File: src/rtl/csgpo_pkg.sv
package csgpo_pkg;
  typedef enum logic {
    SEL_CFG    = 1'b0,
    SEL_STROBE = 1'b1
  } csgpo_sel_e;
endpackage

File: src/rtl/csgpo_cfg_reg.sv
module csgpo_cfg_reg #(
  parameter int NPINS = 8,
  localparam int W = 2 * NPINS
) (
  input  logic         clk,
  input  logic         rst,
  input  logic         we,
  input  logic [W-1:0] wdata,
  output logic [W-1:0] cfg_d,
  output logic [W-1:0] cfg_q
);
  always_comb cfg_d = we ? wdata : cfg_q;

  always_ff @(posedge clk) begin
    if (rst) cfg_q <= '0;
    else     cfg_q <= cfg_d;
  end
endmodule

File: src/rtl/csgpo_latch_cell.sv
module csgpo_latch_cell (
  input  logic clk,
  input  logic rst,
  input  logic set_i,
  input  logic clr_i,
  output logic lat_d,
  output logic lat_q
);
  // simultaneous set and clear holds the latch
  always_comb begin
    unique case ({set_i, clr_i})
      2'b10:   lat_d = 1'b1;
      2'b01:   lat_d = 1'b0;
      default: lat_d = lat_q;
    endcase
  end

  always_ff @(posedge clk) begin
    if (rst) lat_q <= 1'b1;
    else     lat_q <= lat_d;
  end
endmodule

File: src/rtl/csgpo_pin_drive.sv
module csgpo_pin_drive #(
  parameter int NPINS = 8
) (
  input  logic             clk,
  input  logic             rst,
  input  logic [NPINS-1:0] lat_d,
  input  logic [NPINS-1:0] cs_mode,
  input  logic [NPINS-1:0] invert,
  input  logic             xfer_active,
  output logic [NPINS-1:0] pin_q
);
  logic [NPINS-1:0] level;

  for (genvar i = 0; i < NPINS; i++) begin : g_pin
    always_comb begin
      if (cs_mode[i] && !xfer_active) level[i] = 1'b1 ^ invert[i];
      else                            level[i] = lat_d[i] ^ invert[i];
    end
  end

  always_ff @(posedge clk) begin
    if (rst) pin_q <= '1;
    else     pin_q <= level;
  end
endmodule

File: src/rtl/csgpo_bank.sv
module csgpo_bank #(
  parameter int NPINS = 8,
  localparam int W = 2 * NPINS
) (
  input  logic             clk,
  input  logic             rst,
  input  logic             wr_en,
  input  logic             wr_sel,
  input  logic [W-1:0]     wr_data,
  input  logic             xfer_active,
  output logic [NPINS-1:0] pin_out,
  output logic [NPINS-1:0] latch_status
);
  import csgpo_pkg::*;

  logic             cfg_we;
  logic             stb_we;
  logic [W-1:0]     cfg_d;
  logic [W-1:0]     cfg_q;
  logic [NPINS-1:0] set_v;
  logic [NPINS-1:0] clr_v;
  logic [NPINS-1:0] lat_d;
  logic [NPINS-1:0] lat_q;

  always_comb begin
    cfg_we = wr_en && (csgpo_sel_e'(wr_sel) == SEL_CFG);
    stb_we = wr_en && (csgpo_sel_e'(wr_sel) == SEL_STROBE);
    set_v  = stb_we ? wr_data[W-1:NPINS] : '0;
    clr_v  = stb_we ? wr_data[NPINS-1:0] : '0;
  end

  csgpo_cfg_reg #(.NPINS(NPINS)) u_cfg (
    .clk   (clk),
    .rst   (rst),
    .we    (cfg_we),
    .wdata (wr_data),
    .cfg_d (cfg_d),
    .cfg_q (cfg_q)
  );

  for (genvar i = 0; i < NPINS; i++) begin : g_lat
    csgpo_latch_cell u_cell (
      .clk   (clk),
      .rst   (rst),
      .set_i (set_v[i]),
      .clr_i (clr_v[i]),
      .lat_d (lat_d[i]),
      .lat_q (lat_q[i])
    );
  end

  csgpo_pin_drive #(.NPINS(NPINS)) u_drive (
    .clk         (clk),
    .rst         (rst),
    .lat_d       (lat_d),
    .cs_mode     (cfg_d[W-1:NPINS]),
    .invert      (cfg_d[NPINS-1:0]),
    .xfer_active (xfer_active),
    .pin_q       (pin_out)
  );

  assign latch_status = lat_q;
endmodule

File: config.mk
export PLATFORM = sky130hd
export DESIGN_NAME = csgpo_bank
export DESIGN_NICKNAME = d
export VERILOG_FILES = /design/src/rtl/csgpo_pkg.sv /design/src/rtl/csgpo_cfg_reg.sv /design/src/rtl/csgpo_latch_cell.sv /design/src/rtl/csgpo_pin_drive.sv /design/src/rtl/csgpo_bank.sv
export SDC_FILE = /design/constraint.sdc
export NUM_CORES = 1
export LEC_CHECK = 0
export ABC_AREA = 1
export BUFFER_PORTS_ARGS = -buffer_cell sky130_fd_sc_hd__buf_2
export CAP_MARGIN = 20
export CORE_MARGIN = 1.5
export CORE_UTILIZATION = 42
export CTS_BUF_LIST = sky130_fd_sc_hd__clkbuf_4
export DETAILED_ROUTE_END_ITERATION = 16
export PLACE_DENSITY = 0.67
export RECOVER_POWER = 50
export SLEW_MARGIN = 10
export SYNTH_ARGS = -nofsm -noshare
export SYNTH_HDL_FRONTEND = slang
export SYNTH_SLANG_ARGS = --single-unit
File: constraint.sdc
create_clock -name clk -period 1.8 [get_ports clk]
set_input_delay 0.36 -clock clk [delete_from_list [all_inputs] [get_ports clk]]
set_output_delay 0.36 -clock clk [all_outputs]
set_load 0.03 [all_outputs]
==> impl_metrics.tcl <==
set metrics [dict create \
    syn_nets 274 \
    required_ns 2.05 \
    post_cts_resized 0 \
    num_io_pins 37 \
    setup_viol 0 \
    avgSynthCellArea_um2 6.98 \
    synth_cells 245 \
    final_max_slew_viol_count 0 \
    cp-end-kind "register" \
    final_antenna_net_count 0 \
    layout-drive-gt1-share_pct 16.5 \
    yosysSeqAreaShare_pct 37.5 \
    drtIter0Drc 62 \
    via_count 1516 \
    ys_ff_latch 32 \
    clock-root-buffer "clkbuf_4" \
    synth_top_cell_area_share_pct 37.5 \
    fin_crit_ns 1.45 \
    die_w_um 66.8 \
    drv_cap 0 \
    syn-cell-area_mm2 0.00171 \
    fin_setup_tns_ns 0 \
    drc_errors 0 \
    synthDistinctLibCells 14 \
    worstSkewPairLatency_ns 0.34 \
    clk_pin_slew_worst_paths_ns 0.10 \
    cts_tree "done" \
    status "complete, no violations" \
    synth_area_leaders "dfxtp_1, nand2_1, nand3_1" \
    grt_max_degree 18 \
    pre_cts_ws_ns 0.0365 \
    gp_congestion 0.729 \
    grt_setup_unrepaired "false" \
    finalHoldViolations 0 \
    cts.sinks 32 \
    grt_pass1_wl_um 5550 \
    dp.cells 321 \
    dp_hpwl_um 2350 \
    stdcell_count 329 \
    grt_overflow 0 \
    diodes 0 \
    areaGrowthSynthToFinish_pct 9.66 \
    ir_worst_vdd_mv 0.436 \
    cellPowerDensity_mw_per_mm2 850 \
    leakagePower_uw 0.00107 \
    fp-row-count 23 \
    postCtsSetupBuffers 0 \
    die-area_mm2 0.00446 \
    timing.hold.ws_ns 0.306 \
    slowest_delay_ns 0.32 \
    crit_slowest_cell "o21ai_0" \
    max-clock-path-buffers 2 \
    cp-start-kind "input port" \
    path_cells "clkbuf_1 -> nand2_2 -> inv_1 -> nand2_1 -> ha_1 -> o21ai_0 -> nand2_1 -> nand2_1 -> nand2_1" \
    yosysTopAreaCell "dfxtp_1" \
    ctsHoldBuffers 0 \
    cpMostUsedCell "nand2_1" \
    numPortBuffers 36 \
    worst_slack_ns 0.346 \
    hp-class "in -> reg" \
    tightestPinTransition_ns 0.368 \
    antenna_found_initial 0 \
    wl_per_cell_um 9.89 \
    timing.fmax_ghz 0.688 \
    dr.pass1.iters 5 \
    arrival_ns 1.70 \
    finalCritPeriodShare_pct 80.8 \
    slew_headroom_pct 75.2 \
    finClkSkew_ns 0.00222 \
    initial_core_util_pct 43.4 \
    core_area_mm2 0.00394 \
    path_max_fanout 8 \
    cts_buffers 5 \
    fin_nets 307 \
    grt_use_total_pct 16.8 \
    vias_per_cell 4.61 \
    htree_levels 2 \
    die-height_um 66.8 \
    crit_type "in -> reg" \
    grt_pass1_vias 1293 \
    wl_um 3260 \
    ys_warn_count 0 \
]
[cells in the final DEF (no fill, tap or decap), drive strengths merged]
cell and n:
buf 32, nand3 40, clkbuf 16, inv 36, o21ai 8, nor2 16, clkinv 1, ha 8
nand2 90, dfxtp 32
[critical path, delay by kind of cell]
kind,cells,cell delay [ns]
adders and majority gates,1,0.31
AOI/OAI and AO/OA,1,0.32
and+or+nand+nor,5,0.34
buffers and inverters,2,0.35
[synth_stat cells]
| cell type | instances |
|---|---|
| nand2_4 | 3 |
| nand2_2 | 9 |
| nor2_1 | 16 |
| nand3_1 | 38 |
| o21ai_0 | 8 |
| inv_1 | 35 |
| nand3_2 | 2 |
| inv_2 | 1 |
| dfxtp_1 | 32 |
| ha_1 | 8 |
| nand2_1 | 78 |
| buf_6 | 4 |
| buf_4 | 10 |
| buf_12 | 1 |
[power by group]
group          leakage [uW]  internal, uW  switching, uW  total [uW]
Sequential         0.000265           770           17.9         788
Combinational      0.000775           116            255         371
Clock             0.0000338           180            254         434
Total               0.00107          1070            527        1590
[final timing paths]
kind / start / endpoint / slack, ns / cells past startpoint
worst max register to register: g_lat[0].u_cell.lat_q$_SDFF_PP1_ / u_drive.pin_q[0]$_SDFF_PP1_ / 0.95 / 5
worst min-delay path: rst / u_cfg.cfg_q[14]$_SDFF_PP0_ / 0.31 / 2
worst min register to register: u_cfg.cfg_q[13]$_SDFF_PP0_ / u_cfg.cfg_q[13]$_SDFF_PP0_ / 0.52 / 4
worst max-delay path: wr_en / u_drive.pin_q[0]$_SDFF_PP1_ / 0.35 / 9
[logic make-up after synthesis]
logic type                 share of synthesized area, %
and+or+nand+nor                                    38.2
buffers and inverters                              16.1
DFF                                                37.5
AOI/OAI and AO/OA                                  2.34
adders and majority gates                          5.86
[metrics by stage]
| step | power [uW] | util [%] | area (um^2) |
|---|---|---|---|
| finish | 1590 | 47.5 | 1870 |
| CTS | 1630 | 48.3 | 1910 |
| floorplan | 1120 | - | 1710 |
| detailed placement | 1190 | 46.9 | 1850 |
| global placement | 1190 | 46.9 | 1850 |
| global route | 1690 | 47.5 | 1870 |
[cell type report]
type | count | area (um^2)
timing repair buffer | 41 | 206
clock buffer | 7 | 52.6
inverter | 36 | 135
sequential | 32 | 641
clock inverter | 1 | 3.75
tap | 50 | 62.6
multi-input combinational | 162 | 773
fill | 417 | 2070
[sequential cells by signal (all words and copies together), names as in the netlist]
register,flops
u_cfg.cfg_q,16
g_lat.u_cell.lat_q,8
u_drive.pin_q,8
[layer usage]
layer	vias up	wire [um]	GRT usage (%)
li1	813	-	-
met1	664	1550	20.5
met2	32	1460	26.4
met3	7	175	5.91
met4	0	71	7.65
met5	-	0	0
Note: power is estimated with default switching activity, not from simulation.
